File: config.mk
export PLATFORM = sky130hd
export DESIGN_NAME = ckc_ctrl
export DESIGN_NICKNAME = d
export VERILOG_FILES = /design/src/rtl/ckc_pkg.sv /design/src/rtl/ckc_strap_latch.sv /design/src/rtl/ckc_hold_timer.sv /design/src/rtl/ckc_ref_div.sv /design/src/rtl/ckc_mode_decode.sv /design/src/rtl/ckc_ctrl.sv
export SDC_FILE = /design/constraint.sdc
export NUM_CORES = 1
export LEC_CHECK = 0
export ABC_AREA = 1
export BUFFER_PORTS_ARGS = -buffer_cell sky130_fd_sc_hd__buf_2
export CORE_UTILIZATION = 43
export DETAILED_ROUTE_END_ITERATION = 16
export GPL_TIMING_DRIVEN = 0
export HOLD_SLACK_MARGIN = 0.05
export SYNTH_ARGS = -nofsm -noshare
export SYNTH_HDL_FRONTEND = slang
export SYNTH_HIERARCHICAL = 1
export SYNTH_SLANG_ARGS = --single-unit
File: constraint.sdc
create_clock -name clk_i -period 1.9 [get_ports clk_i]
set_clock_uncertainty 0.2 [all_clocks]
set_input_delay 0.095 -clock clk_i [delete_from_list [all_inputs] [get_ports clk_i]]
set_output_delay 0.095 -clock clk_i [all_outputs]
set_load 0.02 [all_outputs]
File: src/rtl/ckc_pkg.sv
package ckc_pkg;
  typedef enum logic [1:0] {
    GRP_HIZ  = 2'b00,
    GRP_LOW  = 2'b01,
    GRP_RUN  = 2'b10,
    GRP_REFN = 2'b11
  } grp_mode_e;
endpackage

File: src/rtl/ckc_strap_latch.sv
module ckc_strap_latch (
  input  logic clk_i,
  input  logic rst_ni,
  input  logic pgd_pd_i,
  input  logic test_sel_strap_i,
  input  logic freq_sel_strap_i,
  input  logic reg_test_entry_i,
  output logic latched_o,
  output logic latch_evt_o,
  output logic test_sel_o,
  output logic freq_100_o,
  output logic test_act_o
);
  logic latched_q, tsel_q, fsel_q, test_q;

  assign latch_evt_o = !latched_q && !pgd_pd_i;

  always_ff @(posedge clk_i or negedge rst_ni) begin
    if (!rst_ni) begin
      latched_q <= 1'b0;
      tsel_q    <= 1'b0;
      fsel_q    <= 1'b1;
      test_q    <= 1'b0;
    end else begin
      if (latch_evt_o) begin
        latched_q <= 1'b1;
        tsel_q    <= test_sel_strap_i;
        fsel_q    <= freq_sel_strap_i;
      end
      // sticky: only reset clears it
      if (latched_q && (tsel_q || reg_test_entry_i)) test_q <= 1'b1;
    end
  end

  assign latched_o  = latched_q;
  assign test_sel_o = tsel_q;
  assign freq_100_o = fsel_q;
  assign test_act_o = test_q;
endmodule

File: src/rtl/ckc_hold_timer.sv
module ckc_hold_timer #(
  parameter int DLY = 16
) (
  input  logic clk_i,
  input  logic rst_ni,
  input  logic load_i,
  output logic busy_o
);
  localparam int CW = (DLY < 1) ? 1 : $clog2(DLY + 1);
  localparam logic [CW-1:0] DLY_C = CW'(DLY);

  logic [CW-1:0] cnt_q;

  always_ff @(posedge clk_i or negedge rst_ni) begin
    if (!rst_ni)             cnt_q <= '0;
    else if (load_i)         cnt_q <= DLY_C;
    else if (cnt_q != '0)    cnt_q <= cnt_q - 1'b1;
  end

  assign busy_o = (cnt_q != '0);
endmodule

File: src/rtl/ckc_ref_div.sv
module ckc_ref_div #(
  parameter int N = 6
) (
  input  logic clk_i,
  input  logic rst_ni,
  input  logic run_i,
  output logic refn_o
);
  localparam int CW = (N < 2) ? 1 : $clog2(N);
  localparam logic [CW-1:0] LAST = CW'(N - 1);
  localparam logic [CW-1:0] HALF = CW'(N / 2);

  logic [CW-1:0] cnt_q;

  always_ff @(posedge clk_i or negedge rst_ni) begin
    if (!rst_ni)           cnt_q <= '0;
    else if (!run_i)       cnt_q <= '0;
    else if (cnt_q == LAST) cnt_q <= '0;
    else                   cnt_q <= cnt_q + 1'b1;
  end

  assign refn_o = run_i && (cnt_q < HALF);
endmodule

File: src/rtl/ckc_mode_decode.sv
module ckc_mode_decode
  import ckc_pkg::*;
#(
  parameter int NUM_DIFF = 4,
  parameter int NUM_SE   = 3,
  localparam int NUM_GRP = NUM_DIFF + NUM_SE
) (
  input  logic                   latched_i,
  input  logic                   test_act_i,
  input  logic                   test_sel_i,
  input  logic                   test_pin_i,
  input  logic                   reg_ref_i,
  input  logic                   pd_pin_i,
  input  logic                   start_busy_i,
  input  logic                   reen_busy_i,
  output logic [2*NUM_GRP-1:0]   grp_mode_o
);
  grp_mode_e test_mode;

  // hardware strap lets the pin force REF/N; software entry uses the bit only
  always_comb begin
    if (test_sel_i ? (test_pin_i || reg_ref_i) : reg_ref_i) test_mode = GRP_REFN;
    else                                                     test_mode = GRP_HIZ;
  end

  for (genvar g = 0; g < NUM_GRP; g++) begin : g_grp
    localparam grp_mode_e PD_MODE = (g < NUM_DIFF) ? GRP_HIZ : GRP_LOW;
    grp_mode_e m;
    always_comb begin
      if (!latched_i)        m = GRP_HIZ;
      else if (test_act_i)   m = test_mode;
      else if (pd_pin_i)     m = PD_MODE;
      else if (start_busy_i) m = GRP_HIZ;
      else if (reen_busy_i)  m = PD_MODE;
      else                   m = GRP_RUN;
    end
    assign grp_mode_o[2*g +: 2] = m;
  end
endmodule

File: src/rtl/ckc_ctrl.sv
module ckc_ctrl
  import ckc_pkg::*;
#(
  parameter int NUM_DIFF  = 4,
  parameter int NUM_SE    = 3,
  parameter int FIRST_DLY = 45000,
  parameter int REEN_DLY  = 6250,
  parameter int REF_DIV   = 6,
  localparam int NUM_GRP  = NUM_DIFF + NUM_SE
) (
  input  logic                 clk_i,
  input  logic                 rst_ni,
  input  logic                 pgd_pd_i,
  input  logic                 test_sel_strap_i,
  input  logic                 freq_sel_strap_i,
  input  logic                 test_mode_pin_i,
  input  logic                 reg_test_entry_i,
  input  logic                 reg_test_ref_i,
  output logic [2*NUM_GRP-1:0] grp_mode_o,
  output logic [NUM_GRP-1:0]   grp_oe_o,
  output logic                 freq_100_o,
  output logic                 test_sel_o,
  output logic                 refn_o
);
  logic latched, latch_evt, test_act, pd_pin, start_busy, reen_busy;

  ckc_strap_latch i_strap (
    .clk_i, .rst_ni, .pgd_pd_i, .test_sel_strap_i, .freq_sel_strap_i,
    .reg_test_entry_i,
    .latched_o(latched), .latch_evt_o(latch_evt), .test_sel_o,
    .freq_100_o, .test_act_o(test_act)
  );

  assign pd_pin = latched && pgd_pd_i;

  ckc_hold_timer #(.DLY(FIRST_DLY)) i_start (
    .clk_i, .rst_ni, .load_i(latch_evt), .busy_o(start_busy)
  );

  ckc_hold_timer #(.DLY(REEN_DLY)) i_reen (
    .clk_i, .rst_ni, .load_i(pd_pin), .busy_o(reen_busy)
  );

  ckc_ref_div #(.N(REF_DIV)) i_div (
    .clk_i, .rst_ni, .run_i(test_act), .refn_o
  );

  ckc_mode_decode #(.NUM_DIFF(NUM_DIFF), .NUM_SE(NUM_SE)) i_dec (
    .latched_i(latched), .test_act_i(test_act), .test_sel_i(test_sel_o),
    .test_pin_i(test_mode_pin_i), .reg_ref_i(reg_test_ref_i),
    .pd_pin_i(pd_pin), .start_busy_i(start_busy), .reen_busy_i(reen_busy),
    .grp_mode_o
  );

  for (genvar g = 0; g < NUM_GRP; g++) begin : g_oe
    assign grp_oe_o[g] = (grp_mode_o[2*g +: 2] != 2'b00);
  end
endmodule

# == Yosys cells after proc, flatten, opt, wreduce, memory -nomap -nowiden ==
# Cells that the tools add are included.
# totals
register_bits,36
inputBits,8
output_inout_bits,24
elab_cells,44
# op_classes
n_addsub,3
n_lt_le_gt_ge,1
eq_ne,1
mux,18
reduce_logical,14
# ops
cell,n
$mux 16,2
$mux 13,2
$mux 2,11
$reduce_bool 16->1,1
$sub 16x1->16 const B,1
$reduce_bool 13->1,1
$sub 13x1->13 const B,1
$reduce_bool 2->1,4
$mux 3,2
$logic_and 1x1->1,4
$add 3x1->3 const B,1
$eq 3x3->1 const B,1
$lt 3x2->1 const B,1
$logic_not 1->1,2
$logic_or 1x1->1,2
$mux 1,1

# == Logic depth before layout (Yosys ltp) ==
# Gate-level depths: netlist of the first run.
# depth
depth_word,7
depth_mapped,12
depth_no_buf,11

# == Cells and area by module ==
# The synthesis of the first run kept the hierarchy.
# modules_own_cells
module,instances,cells_each,area_per_inst_um2,seq_area_each_um2
ckc_hold_timer (i_start),1,152,1079.8,400.4
ckc_hold_timer (i_reen),1,108,854.6,325.3
ckc_mode_decode,1,28,158.9,0.0
ckc_strap_latch,1,15,151.4,101.3
ckc_ref_div,1,19,136.4,75.1
ckc_ctrl,1,23,86.3,0.0

# == Least setup slack after synthesis of the first run ==
# No wires, ideal clock.
# synth_timing
kind,reg-to-output
startpoint,register i_start.cnt_q[0]
endpoint,output port grp_oe_o[5]
t_arrival_ps,2050
required_time_ps,1605
path_slack_ps,-445
stages_incl_launch_ff,12
path_buffers,1
cell_sequence,dfrtp_1 -> inv_1 -> ha_1 -> nand2_4 -> nor2_4 -> nand2_2 -> o21ai_1 -> nand2_1 -> nor2_1 -> buf_4 -> inv_1 -> nand2_1
# synth_between
elab_chain_len,6
# synth_lines
element,line_no,rtl
"start, declared",ckc_hold_timer.sv:12,logic [CW-1:0] cnt_q;
"start signal, assigned",ckc_hold_timer.sv:17,else if (cnt_q != '0) cnt_q <= cnt_q - 1'b1;
$reduce_bool 16->1,ckc_hold_timer.sv:20,assign busy_o = (cnt_q != '0);
named net start_busy,ckc_ctrl.sv:25,"logic latched, latch_evt, test_act, pd_pin, start_busy, reen_busy;"
$mux 2 (4 in a row),-,
named net grp_mode_o[8],ckc_ctrl.sv:19,"output logic [2*NUM_GRP-1:0] grp_mode_o,"
$reduce_bool 2->1,ckc_ctrl.sv:56,assign grp_oe_o[g] = (grp_mode_o[2*g +: 2] != 2'b00);
"end, declared",ckc_ctrl.sv:20,"output logic [NUM_GRP-1:0] grp_oe_o,"
# The timed path passes the listed nets, and every way through them passes these cells.

# == Worst setup path in the final report of the first run ==
# layout_timing
startpoint,register i_reen.cnt_q[1]
endpoint,output port grp_oe_o[6]
# layout_between
elab_chain_len,7
# layout_lines
element,line_no,rtl
"start, declared",ckc_hold_timer.sv:12,
"start signal, assigned",ckc_hold_timer.sv:17,
$reduce_bool 13->1,ckc_hold_timer.sv:20,
named net reen_busy,ckc_ctrl.sv:25,
$mux 2,ckc_mode_decode.sv:34,else if (reen_busy_i) m = PD_MODE;
$mux 2,ckc_mode_decode.sv:33,else if (start_busy_i) m = GRP_HIZ;
$mux 2,ckc_mode_decode.sv:32,else if (pd_pin_i) m = PD_MODE;
$mux 2,ckc_mode_decode.sv:31,else if (test_act_i) m = test_mode;
$mux 2,ckc_mode_decode.sv:30,if (!latched_i) m = GRP_HIZ;
$reduce_bool 2->1,ckc_ctrl.sv:56,
# The timed path passes the listed nets, and every way through them passes these cells.

==> reports/qor.txt, run 1 <==
FLOORPLANNING
------------------------------------------------------------------------------------------
Die ar. .....................................................................    6050 um^2
Count of boundary I/O pins ..................................................           32
Area of the core ............................................................    5510 um^2
Floorplan row count .........................................................           27
Overall die width ...........................................................      77.8 um
Height of the die ...........................................................      77.8 um
Effective utilization at floorplan ..........................................        44.8%

YOSYS
------------------------------------------------------------------------------------------
Leading cell types by total area after synthesis ............................ sky130_fd_sc_hd__dfrtp_1 35%, sky130_fd_sc_hd__nand2_1 13%, sky130_fd_sc_hd__inv_1 9.3%
Portion of synthesized cell area occupied by the leading cell type ..........        35.5%
Netlist area before placement ...............................................    2470 um^2
Cell count after synthesis ..................................................          345
Sequential element share of the synthesized area ............................        36.6%
Number of warning messages in the yosys log .................................            6
Cell accounting for the most synthesized area ............................... sky130_fd_sc_hd__dfrtp_1
Synthesis-stage register bit count ..........................................           36
Distinct cell type count of the synthesized netlist .........................           27
Post-synth net total ........................................................          356
Avg Inst Size Synth .........................................................    7.15 um^2

HOLD PATH
------------------------------------------------------------------------------------------
Worst hold path class ....................................................... input port to register

CLOCKING
------------------------------------------------------------------------------------------
Skew-Pair Late Insertion Delay ..............................................      0.29 ns
Htree depth .................................................................            2
Number of sinks on the clock net ............................................           36
Clk Tree Root Cell .......................................................... sky130_fd_sc_hd__clkbuf_8
TritonCTS Buffers ...........................................................            5
Clock edge transition at the registers on the reported setup and hold paths .      0.08 ns
TritonCTS clock tree ........................................................         done
Max Root-Sink Buffers .......................................................            2

SETUP PATH
------------------------------------------------------------------------------------------
Cell breakdown of the critical path ......................................... inv_2 > ha_4 > nand2_4 > nor2_4 > nand3b_1 > nor2_4 > nand2_2 > a21oi_4 > buf_12 > buf_6 > inv_4 > nand2_4 > buf_6
Category of the critical setup timing path .................................. register to output port
Kind of cell with the highest combined delay on the critical path ........... simple AND/OR/NAND/NOR gates
Critical path fanouts, max ..................................................            8
Startpoint class of the critical path .......................................     register
CP Data Arrival Time ........................................................      1.99 ns
Highest-delay cell along the critical path .................................. sky130_fd_sc_hd__dfrtp_1
Endpoint kind of the worst setup timing path ................................  output port
Buf/Inv on CP ...............................................................            5
Max stage delay on crit path ................................................      0.39 ns
CP Data Required Time .......................................................      1.60 ns

GLOBAL ROUTE
------------------------------------------------------------------------------------------
Largest net degree at the start of global routing ...........................           37
Global Route Usage Sum ......................................................        20.8%
Met3 Usage GRT ..............................................................        3.41%
Number of global-route vias before repair ...................................         2201
Global routing usage on met1 ................................................        26.1%
Global-route wire length before repair ......................................      9910 um
Busiest layer in global routing .............................................         met2
Met2 GRT Util ...............................................................        35.6%
Total congestion overflow after global routing ..............................            0
Initial antenna violation count .............................................            0

POWER AND IR DROP
------------------------------------------------------------------------------------------
Power Density ...............................................................  908 nW/um^2
Leakage component of the power ..............................................   0.00183 uW
Maximum vdd drop ............................................................       550 uV

PLACE
------------------------------------------------------------------------------------------
Final estimated routing congestion in global placement ......................        0.836
Half-perimeter wire length after placement ..................................      3810 um
Post-detailed-placement cell area ...........................................    2840 um^2
# placed instances ..........................................................          448
Count of port buffers added during placement ................................           31

TIMING
------------------------------------------------------------------------------------------
Worst path setup slack after routing ........................................    -0.389 ns
RSZ-0062 raised after global routing ........................................          yes
Final number of hold-violating endpoints ....................................            0
Transition time at the pin with the least slew margin .......................     0.828 ns
Time the worst path needs with I/O delays and setup .........................      2.29 ns
Period utilisation layout ...................................................         120%
Remaining max-slew budget at the tightest pin ...............................        44.8%
Final Setup Violations ......................................................           18
Pins Over Slew Limit ........................................................            0
Fmax ........................................................................      437 MHz

DETAILED ROUTING
------------------------------------------------------------------------------------------
Initial DRC count ...........................................................           77
DRC violations left .........................................................            0
Total routed wirelength .....................................................      5780 um
Final routed wire length divided by cell count ..............................      11.6 um
Remaining antenna violation count ...........................................            0
First-pass detailed-route iteration total ...................................            4
DR vias .....................................................................         2322
Average via count per standard cell .........................................         4.68

JOB
------------------------------------------------------------------------------------------
Total of max-cap violations .................................................            0

FINAL LAYOUT
------------------------------------------------------------------------------------------
Layout Area Growth over Synthesis ...........................................        40.3%
Final standard cell count with taps included and fillers excluded ...........          496
Ratio of cells with drive above 1 in the final layout .......................        40.6%
Diode insertion count for antenna repair ....................................            0
Final layout net count ......................................................          434
Number of filler cells placed in the layout .................................          481
Cell area after layout ......................................................    3460 um^2

RUN STATUS
------------------------------------------------------------------------------------------
Violations in the final reports ............................................. negative setup slack
Run status .................................................................. finished, violations left

[worst min-delay path, cell delays in order]
cell and delay (ns):
sky130_fd_sc_hd__buf_2 0.09, sky130_fd_sc_hd__nand2_1 0.04, sky130_fd_sc_hd__inv_1 0.18, sky130_fd_sc_hd__a21oi_1 0.07, sky130_fd_sc_hd__nand2_1 0.05
[logic make-up after synthesis]
kind of cell / share of synthesized area (%)
simple gates: 40.6
buf+inv: 14.5
flops: 36.6
compound gates: 6.14
fa+ha+maj: 1.52
xor+xnor: 0.710
[stage by stage]
stage	power [uW]	hold WS [ns]	TNS, ns	utilization (%)	setup WS [ns]
floorplan	1910	-0.401	-0.754	-	-0.118
global placement	2120	0.0553	-3.88	51.6	-0.317
detailed placement	2150	0.0500	-3.85	51.6	-0.319
CTS	3120	0.0781	-6.10	60.6	-0.446
global route	3360	0.116	-7.49	62.9	-0.479
finish	3150	0.0761	-5.63	62.9	-0.389
[synthesized netlist by cell type]
cell type                  count
sky130_fd_sc_hd__nand2_1      83
sky130_fd_sc_hd__inv_1        61
sky130_fd_sc_hd__dfrtp_1      35
sky130_fd_sc_hd__nor2_1       33
sky130_fd_sc_hd__nand3_1      26
sky130_fd_sc_hd__nor2_2       18
sky130_fd_sc_hd__a21oi_1      13
sky130_fd_sc_hd__buf_4        11
sky130_fd_sc_hd__nor2_4       10
sky130_fd_sc_hd__o21ai_1       9
sky130_fd_sc_hd__nand2_2       7
sky130_fd_sc_hd__inv_2         6
sky130_fd_sc_hd__nand4_1       6
sky130_fd_sc_hd__o21ai_0       5
sky130_fd_sc_hd__nand2_4       4
sky130_fd_sc_hd__ha_1          3
sky130_fd_sc_hd__nand3_2       2
sky130_fd_sc_hd__nand3b_1      2
sky130_fd_sc_hd__or2_1         2
sky130_fd_sc_hd__xor2_1        2
sky130_fd_sc_hd__a21oi_2       1
sky130_fd_sc_hd__buf_2         1
sky130_fd_sc_hd__bufinv_8      1
sky130_fd_sc_hd__dfstp_2       1
sky130_fd_sc_hd__nand3_4       1
sky130_fd_sc_hd__nor2_8        1
sky130_fd_sc_hd__o21bai_1      1
[where the power goes]
group / total [uW] / leakage [uW] / internal [uW] / switching, uW
Clock: 676 / 0.0000541 / 388 / 288
Combinational: 1430 / 0.00138 / 662 / 764
Sequential: 1040 / 0.000401 / 902 / 140
Total: 3150 / 0.00183 / 1950 / 1190
[state kept, by name, summed over array words and instances (netlist names)]
| register | cells |
|---|---|
| i_start/cnt_q | 16 |
| i_strap/test_act_o | 1 |
| i_strap/latched_o | 1 |
| i_strap/test_sel_o | 1 |
| i_reen/cnt_q | 13 |
| i_div/cnt_q | 3 |
| i_strap/freq_100_o | 1 |
[worst paths after layout]
| check | start | endpoint | slack (ns) | cells past startpoint |
|---|---|---|---|---|
| setup / recovery | i_reen/cnt_q[1]$_DFFE_PN0P_ | grp_oe_o[6] | -0.39 | 13 |
| hold / removal | pgd_pd_i | i_reen/cnt_q[11]$_DFFE_PN0P_ | 0.08 | 5 |
| setup reg to reg | i_strap/latched_o$_DFFE_PN0P_ | i_strap/freq_100_o$_DFFE_PN1P_ | 0.03 | 4 |
| hold reg to reg | i_strap/freq_100_o$_DFFE_PN1P_ | i_strap/freq_100_o$_DFFE_PN1P_ | 0.28 | 2 |
| max in group asynchronous | rst_ni | i_reen/cnt_q[3]$_DFFE_PN0P_ | 0.70 | 2 |
| min in group asynchronous | rst_ni | i_start/cnt_q[11]$_DFFE_PN0P_ | 0.23 | 2 |
[metal layers]
layer	share of wire (%)	routed length (um)	vias to the layer above
li1	-	-	1199
met1	46	2670	1074
met2	49	2820	42
met3	3.6	207	7
met4	1.2	71	0
met5	0	0	-
[cell type report]
cell class | count | area (um^2) | area share (%)
plain buffers | 12 | 118 | 3.40
clock buffers | 5 | 68.8 | 1.99
clock inverters | 3 | 42.5 | 1.23
inverters | 68 | 287 | 8.28
multi-input cells | 229 | 1360 | 39.2
flip-flops and latches | 36 | 906 | 26.2
well taps | 72 | 90.1 | 2.60
repair buffers | 71 | 592 | 17.1
[layout by cell type (no fill, tap or decap), drive strengths merged]
cell         netlist  routed
nand2             94      94
buf               12      76
inv               67      67
nor2              62      62
dfrtp             35      35
nand3             29      29
a21oi             14      14
o21ai             14      14
dlygate4sd3        0       7
nand4              6       6
clkbuf             0       5
ha                 3       3
nand3b             2       2
or2                2       2
xor2               2       2
bufinv             1       2
clkinvlp           0       1
clkinv             0       1
o21bai             1       1
dfstp              1       1
[repair_timing]
action,in CTS,in global routing
setup buffers,23,10
resized for setup,45,15
setup endpoints to repair,20,27
endpoints found under the hold margin,40,0
hold buffers,7,0
pin swaps,22,9
Note: power is estimated with default switching activity, not from simulation.
==> run 2, diff against run 1 <==
- CTS_BUF_LIST: unset -> sky130_fd_sc_hd__clkbuf_4
- SKIP_CTS_REPAIR_TIMING: unset -> 1
==> run 2 against run 1 <==
  * The run still ends with negative setup slack left
  * Die area unchanged
  * Power down 7.0%
  * First-iteration DRC count unchanged
  * Clock-buffer cell count unchanged
  * Critical path type unchanged
  * Combinational power down 8%
  * Clock power down 19%
  * Routed wire length down 7.5%
  * Final cell count down 3.4%
==> reports/qor.txt, run 2 (synthesis gave the netlist of run 1 again) <==
CLOCKING
------------------------------------------------------------------------------------------
TritonCTS clock tree ........................................................         done
Number of sinks on the clock net ............................................           36   unchanged
Max Root-Sink Buffers .......................................................            2   unchanged
Clock edge transition at the registers on the reported setup and hold paths .      0.12 ns   +0.04 ns
TritonCTS Buffers ...........................................................            5   unchanged
Skew-Pair Late Insertion Delay ..............................................      0.34 ns   +0.05 ns
Clk Tree Root Cell .......................................................... sky130_fd_sc_hd__clkbuf_4
Htree depth .................................................................            2   unchanged

FINAL LAYOUT
------------------------------------------------------------------------------------------
Number of filler cells placed in the layout .................................          499   +3.7%
Final standard cell count with taps included and fillers excluded ...........          479   -3.4%
Final layout net count ......................................................          417   -3.9%
Leading cell type in the layout, fill and taps excluded ..................... sky130_fd_sc_hd__nand2_1
Commonest cells after routing, fill and taps aside .......................... 75 x sky130_fd_sc_hd__nand2_1, 52 x sky130_fd_sc_hd__inv_1, 30 x sky130_fd_sc_hd__dfrtp_1
Area occupied by multi-input gates ..........................................    1330 um^2   -2.2%
Max reg flops ...............................................................           16   unchanged
FF/Latch Area ...............................................................     908 um^2   +0.28%
Register containing the most flip-flops in the final layout ................. i_start/cnt_q
Layout Area Growth over Synthesis ...........................................        30.9%
Diode insertion count for antenna repair ....................................            0   unchanged
Ratio of cells with drive above 1 in the final layout .......................        36.9%   -3.7 points
Largest registers ranked by flip-flop count ................................. i_start/cnt_q (16), i_reen/cnt_q (13), i_div/cnt_q (3)

TIMING
------------------------------------------------------------------------------------------
Final number of hold-violating endpoints ....................................            0   unchanged
Final TNS setup .............................................................     -8.05 ns   -2.42 ns
RSZ-0062 raised after global routing ........................................          yes
Time the worst path needs with I/O delays and setup .........................      2.43 ns   +0.143 ns
Remaining max-slew budget at the tightest pin ...............................        45.4%   +0.59 points
Pins Over Slew Limit ........................................................            0   unchanged
Fmax ........................................................................      411 MHz   -5.9%
Worst path setup slack after routing ........................................    -0.532 ns   -0.143 ns
Transition time at the pin with the least slew margin .......................     0.819 ns   -0.00884 ns
Final Setup Violations ......................................................           20   +2
Period utilisation layout ...................................................         128%   +7.5 points

POWER AND IR DROP
------------------------------------------------------------------------------------------
Maximum vdd drop ............................................................       667 uV   +21%
Leakage component of the power ..............................................   0.00172 uW   -6.0%
Power Density ...............................................................  905 nW/um^2   -0.35%

GLOBAL ROUTE
------------------------------------------------------------------------------------------
Number of global-route vias before repair ...................................         1992   -9.5%
Largest net degree at the start of global routing ...........................           37   unchanged
Global-route wire length before repair ......................................      9000 um   -9.2%
Total congestion overflow after global routing ..............................            0   unchanged
Global Route Usage Sum ......................................................        18.9%   -1.9 points
Initial antenna violation count .............................................            0   unchanged

FLOORPLANNING
------------------------------------------------------------------------------------------
Overall die width ...........................................................      77.8 um   unchanged
Die ar. .....................................................................    6050 um^2   unchanged
Effective utilization at floorplan ..........................................        44.8%   unchanged
Height of the die ...........................................................      77.8 um   unchanged
Area of the core ............................................................    5510 um^2   unchanged
Count of boundary I/O pins ..................................................           32   unchanged
Floorplan row count .........................................................           27   unchanged

SETUP PATH
------------------------------------------------------------------------------------------
Highest-delay cell along the critical path .................................. sky130_fd_sc_hd__dfrtp_1
CP Data Required Time .......................................................      1.60 ns   about the same
Startpoint class of the critical path .......................................     register
CP Data Arrival Time ........................................................      2.14 ns   +0.15 ns
Endpoint kind of the worst setup timing path ................................  output port
Category of the critical setup timing path .................................. register to output port
Cell breakdown of the critical path ......................................... inv_2 > ha_4 > nand2_4 > nor2_4 > nand3b_1 > nor2_1 > nand2_1 > a21oi_4 > buf_12 > buf_6 > inv_4 > nand2_4 > buf_6
Max stage delay on crit path ................................................      0.40 ns   about the same
Critical path fanouts, max ..................................................            8   unchanged

DETAILED ROUTING
------------------------------------------------------------------------------------------
First-pass detailed-route iteration total ...................................            4   unchanged
Remaining antenna violation count ...........................................            0   unchanged
Final routed wire length divided by cell count ..............................      11.2 um   -4.2%
Average via count per standard cell .........................................         4.71   +0.61%
DR vias .....................................................................         2256   -2.8%
Total routed wirelength .....................................................      5340 um   -7.5%
DRC violations left .........................................................            0   unchanged
Initial DRC count ...........................................................           77   unchanged

HOLD PATH
------------------------------------------------------------------------------------------
Worst hold path class ....................................................... input port to register

PLACE
------------------------------------------------------------------------------------------
# placed instances ..........................................................          448   unchanged
Half-perimeter wire length after placement ..................................      3810 um   unchanged
Final estimated routing congestion in global placement ......................        0.836   unchanged
Count of port buffers added during placement ................................           31   unchanged

RUN STATUS
------------------------------------------------------------------------------------------
Run status .................................................................. finished, violations left
Violations in the final reports ............................................. negative setup slack

JOB
------------------------------------------------------------------------------------------
Total of max-cap violations .................................................            0   unchanged

[run 2: cell types whose count changed in the layout (fill, tap and decap cells not counted), sizes merged]
cell / delta
buf: -15
dlygate4sd3: -2
[run 2: worst max-delay path: cells and delay by family (launching register included)]
kind | cells | cell delay, ns
fa+ha+maj | 1 | 0.15
simple gates | 6 | 0.62
compound gates | 1 | 0.16
flops | 1 | 0.40
buf+inv | 5 | 0.46
[run 2: layout make-up]
class,count,area share (%)
inverter,68,8.79
timing repair buffer,54,13.3
buffer,12,3.41
clock inverter,3,1.32
tap,72,2.79
clock buffer,5,1.16
multi-input combinational,229,41.1
sequential,36,28.1
[run 2: metrics by stage]
| stage | worst slack [ns] | total power (uW) | cell area, um^2 | utilization [%] | hold slack (ns) |
|---|---|---|---|---|---|
| 6_report | -0.532 | 2920 | 3230 | 58.7 | 0.0274 |
| 5_1_grt | -0.633 | 3130 | 3230 | 58.7 | 0.0617 |
| 4_1_cts | -0.722 | 2710 | 2920 | 53.1 | -0.343 |
| 3_5_place_dp | -0.319 | 2150 | 2840 | 51.6 | 0.0500 |
| 3_3_place_gp | -0.317 | 2120 | 2840 | 51.6 | 0.0553 |
| 2_1_floorplan | -0.118 | 1910 | 2600 | - | -0.401 |
[run 2: per-layer routing]
metal	wire length, um	up-vias	track usage (%)	share of wire (%)
met5	0	-	0	0
li1	-	1163	-	-
met3	243	4	3.41	4.5
met1	2590	1035	24.5	49
met2	2460	54	31.2	46
met4	48	0	6.79	0.90
[run 2: worst paths after layout]
path | endpoint | depth (start not counted) | start | slack, ns
min in group asynchronous | i_start/cnt_q[6]$_DFFE_PN0P_ | 2 | rst_ni | 0.17
worst min register to register | i_strap/freq_100_o$_DFFE_PN1P_ | 2 | i_strap/freq_100_o$_DFFE_PN1P_ | 0.29
worst min-delay path | i_reen/cnt_q[11]$_DFFE_PN0P_ | 5 | pgd_pd_i | 0.03
worst max-delay path | grp_oe_o[6] | 13 | i_reen/cnt_q[1]$_DFFE_PN0P_ | -0.53
max in group asynchronous | i_start/cnt_q[5]$_DFFE_PN0P_ | 2 | rst_ni | 0.77
worst max register to register | i_start/cnt_q[0]$_DFFE_PN0P_ | 5 | i_strap/latched_o$_DFFE_PN0P_ | 0.12
[run 2: power breakdown]
part           switching [uW]  internal, uW  leakage [uW]
Sequential                157           905      0.000399
Combinational             713           602       0.00128
Clock                     273           274     0.0000412
Total                    1140          1780       0.00172
==> run 3, diff against run 2 <==
- PLACE_DENSITY: unset -> 0.74
==> run 3 against run 2 <==
  * The run still ends with negative setup slack left
  * First-iteration DRC count increased by 99%
  * Routed wire length up 7.7%
  * Core utilization up 1.7 points
  * Power shrank 1.3%
  * Setup slack gained 0.020 ns
  * Clock-buffer cell count unchanged
  * Cell area is 2.9% higher
  * Die area is the same
  * Clock power shrank 21%
  * Combinational power increased by 6%
  * Final cell count up 1.9%
  * Critical endpoint is now grp_oe_o[4]
  * Highest routed layer unchanged
==> reports/qor.txt, run 3 (synthesis gave the netlist of run 1 again) <==
FINAL LAYOUT
------------------------------------------------------------------------------------------
Leading cell type in the layout, fill and taps excluded ..................... sky130_fd_sc_hd__nand2_1
Max reg flops ...............................................................           16   unchanged
Ratio of cells with drive above 1 in the final layout .......................        39.2%   +2.3 points
Register containing the most flip-flops in the final layout ................. i_start/cnt_q
Final layout net count ......................................................          426   +2.2%
Diode insertion count for antenna repair ....................................            0   unchanged
Largest registers ranked by flip-flop count ................................. i_start/cnt_q (16), i_reen/cnt_q (13), i_div/cnt_q (3)
Final standard cell count with taps included and fillers excluded ...........          488   +1.9%
Commonest cells after routing, fill and taps aside .......................... 72 x sky130_fd_sc_hd__nand2_1, 51 x sky130_fd_sc_hd__inv_1, 31 x sky130_fd_sc_hd__buf_4
Layout Area Growth over Synthesis ...........................................        34.7%
Layout Utilization ..........................................................        60.4%   +1.7 points

SETUP PATH
------------------------------------------------------------------------------------------
Highest-delay cell along the critical path .................................. sky130_fd_sc_hd__dfrtp_1
CP Data Arrival Time ........................................................      2.12 ns   -0.02 ns
Max stage delay on crit path ................................................      0.41 ns   about the same
Cell breakdown of the critical path ......................................... inv_2 > ha_4 > nand2_4 > nor2_4 > nand3b_1 > nor2_4 > nand2_2 > a21oi_4 > buf_12 > buf_6 > inv_4 > nand2_4 > buf_6
CP Data Required Time .......................................................      1.60 ns   about the same
Reg2reg path depth ..........................................................            4   -1
Startpoint class of the critical path .......................................     register
Endpoint kind of the worst setup timing path ................................  output port
Critical path fanouts, max ..................................................            8   unchanged
Category of the critical setup timing path .................................. register to output port

CLOCKING
------------------------------------------------------------------------------------------
Skew-Pair Late Insertion Delay ..............................................      0.35 ns   about the same
Clock edge transition at the registers on the reported setup and hold paths .      0.12 ns   about the same
Clk Tree Root Cell .......................................................... sky130_fd_sc_hd__clkbuf_4
Max Root-Sink Buffers .......................................................            2   unchanged
TritonCTS Buffers ...........................................................            5   unchanged
TritonCTS clock tree ........................................................         done
Htree depth .................................................................            2   unchanged
Number of sinks on the clock net ............................................           36   unchanged

DETAILED ROUTING
------------------------------------------------------------------------------------------
Total routed wirelength .....................................................      5760 um   +7.7%
Average via count per standard cell .........................................         4.76   +1.1%
Final routed wire length divided by cell count ..............................      11.8 um   +5.7%
DR vias .....................................................................         2323   +3.0%
DRC violations left .........................................................            0   unchanged
Remaining antenna violation count ...........................................            0   unchanged
First-pass detailed-route iteration total ...................................            5   +1
Initial DRC count ...........................................................          153   +99%

PLACE
------------------------------------------------------------------------------------------
Count of port buffers added during placement ................................           31   unchanged
Half-perimeter wire length after placement ..................................      3810 um   about the same
Setup Slack @ Placement .....................................................    -0.293 ns   +0.0264 ns
# placed instances ..........................................................          448   unchanged
Final estimated routing congestion in global placement ......................        0.946   +13%

FLOORPLANNING
------------------------------------------------------------------------------------------
Floorplan row count .........................................................           27   unchanged
Effective utilization at floorplan ..........................................        44.8%   unchanged
Area of the core ............................................................    5510 um^2   unchanged
Die ar. .....................................................................    6050 um^2   unchanged
Height of the die ...........................................................      77.8 um   unchanged
Overall die width ...........................................................      77.8 um   unchanged
Count of boundary I/O pins ..................................................           32   unchanged

POWER AND IR DROP
------------------------------------------------------------------------------------------
Leakage component of the power ..............................................   0.00176 uW   +2.1%
Power Density ...............................................................  869 nW/um^2   -4.0%
Total power consumption of the routed design ................................      2890 uW   -1.3%
Maximum vdd drop ............................................................       582 uV   -13%

JOB
------------------------------------------------------------------------------------------
Total of max-cap violations .................................................            0   unchanged

TIMING
------------------------------------------------------------------------------------------
Pins Over Slew Limit ........................................................            0   unchanged
Worst path setup slack after routing ........................................    -0.512 ns   +0.0198 ns
Time the worst path needs with I/O delays and setup .........................      2.41 ns   -0.0198 ns
RSZ-0062 raised after global routing ........................................          yes
Smallest hold slack .........................................................    0.0150 ns   -0.0124 ns
Final number of hold-violating endpoints ....................................            0   unchanged
Final Setup Violations ......................................................           17   -15%
Remaining max-slew budget at the tightest pin ...............................        45.1%   -0.26 points
Period utilisation layout ...................................................         127%   -1.0 points
Fmax ........................................................................      415 MHz   +0.82%
Transition time at the pin with the least slew margin .......................     0.823 ns   +0.00393 ns

HOLD PATH
------------------------------------------------------------------------------------------
Number of cells traversed by the worst hold path ............................            5   unchanged
Worst hold path class ....................................................... input port to register

GLOBAL ROUTE
------------------------------------------------------------------------------------------
Global-route wire length before repair ......................................      9100 um   +1.2%
Initial antenna violation count .............................................            0   unchanged
Total congestion overflow after global routing ..............................            0   unchanged
Global Route Usage Sum ......................................................        19.0%   +0.14 points
Largest net degree at the start of global routing ...........................           37   unchanged
Number of global-route vias before repair ...................................         2147   +7.8%

RUN STATUS
------------------------------------------------------------------------------------------
Violations in the final reports ............................................. negative setup slack
Run status .................................................................. finished, violations left

==> run 3: cell count changes in the layout (fill, tap and decap cells not counted), sizes merged <==
cell,change
bufinv,-1
clkinv,+2
buf,+6
dlygate4sd3,+3
clkinvlp,-1
==> run 3: critical path, delay by kind of cell (launching register included) <==
kind            cells  cell delay [ns]
buf+inv             5             0.48
flops               1             0.41
fa+ha+maj           1             0.15
simple gates        6             0.59
compound gates      1             0.14
==> run 3: report_power, final <==
group | leakage (uW) | internal, uW | switching, uW
registers | 0.000399 | 905 | 155
clock network | 0.0000349 | 142 | 287
logic | 0.00133 | 659 | 740
total | 0.00176 | 1710 | 1180
==> run 3: per-layer routing <==
| metal | global-route usage (%) | wire length [um] |
|---|---|---|
| met1 | 22.0 | 2470 |
| met2 | 35.0 | 3120 |
| met3 | 3.53 | 116 |
| met4 | 6.04 | 51 |
| met5 | 0 | 0 |
==> run 3: cell type report <==
class / instances / area (um^2)
clock inverter: 3 / 18.8
sequential: 36 / 910
clock buffer: 5 / 37.5
multi-input combinational: 229 / 1360
inverter: 68 / 284
buffer: 12 / 110
tap: 72 / 90.1
timing repair buffer: 63 / 517
fill: 475 / 2180
==> run 3: path summary, 6_finish.rpt <==
kind / startpoint / endpoint / slack (ns)
max: i_reen/cnt_q[1]$_DFFE_PN0P_ / grp_oe_o[4] / -0.51
min: pgd_pd_i / i_reen/cnt_q[11]$_DFFE_PN0P_ / 0.01
max reg2reg: i_strap/latched_o$_DFFE_PN0P_ / i_strap/test_sel_o$_DFFE_PN0P_ / 0.06
min reg2reg: i_strap/freq_100_o$_DFFE_PN1P_ / i_strap/freq_100_o$_DFFE_PN1P_ / 0.28
max in group asynchronous: rst_ni / i_start/cnt_q[5]$_DFFE_PN0P_ / 0.77
min in group asynchronous: rst_ni / i_reen/cnt_q[6]$_DFFE_PN0P_ / 0.16
==> run 3: through the flow <==
| stage | TNS, ns | area, um^2 |
|---|---|---|
| 6_report | -7.51 | 3320 |
| 4_1_cts | -10.79 | 2900 |
| 3_5_place_dp | -3.55 | 2840 |
| 3_3_place_gp | -2.99 | 2840 |
| 2_1_floorplan | -0.754 | 2600 |
| 5_1_grt | -9.31 | 3320 |
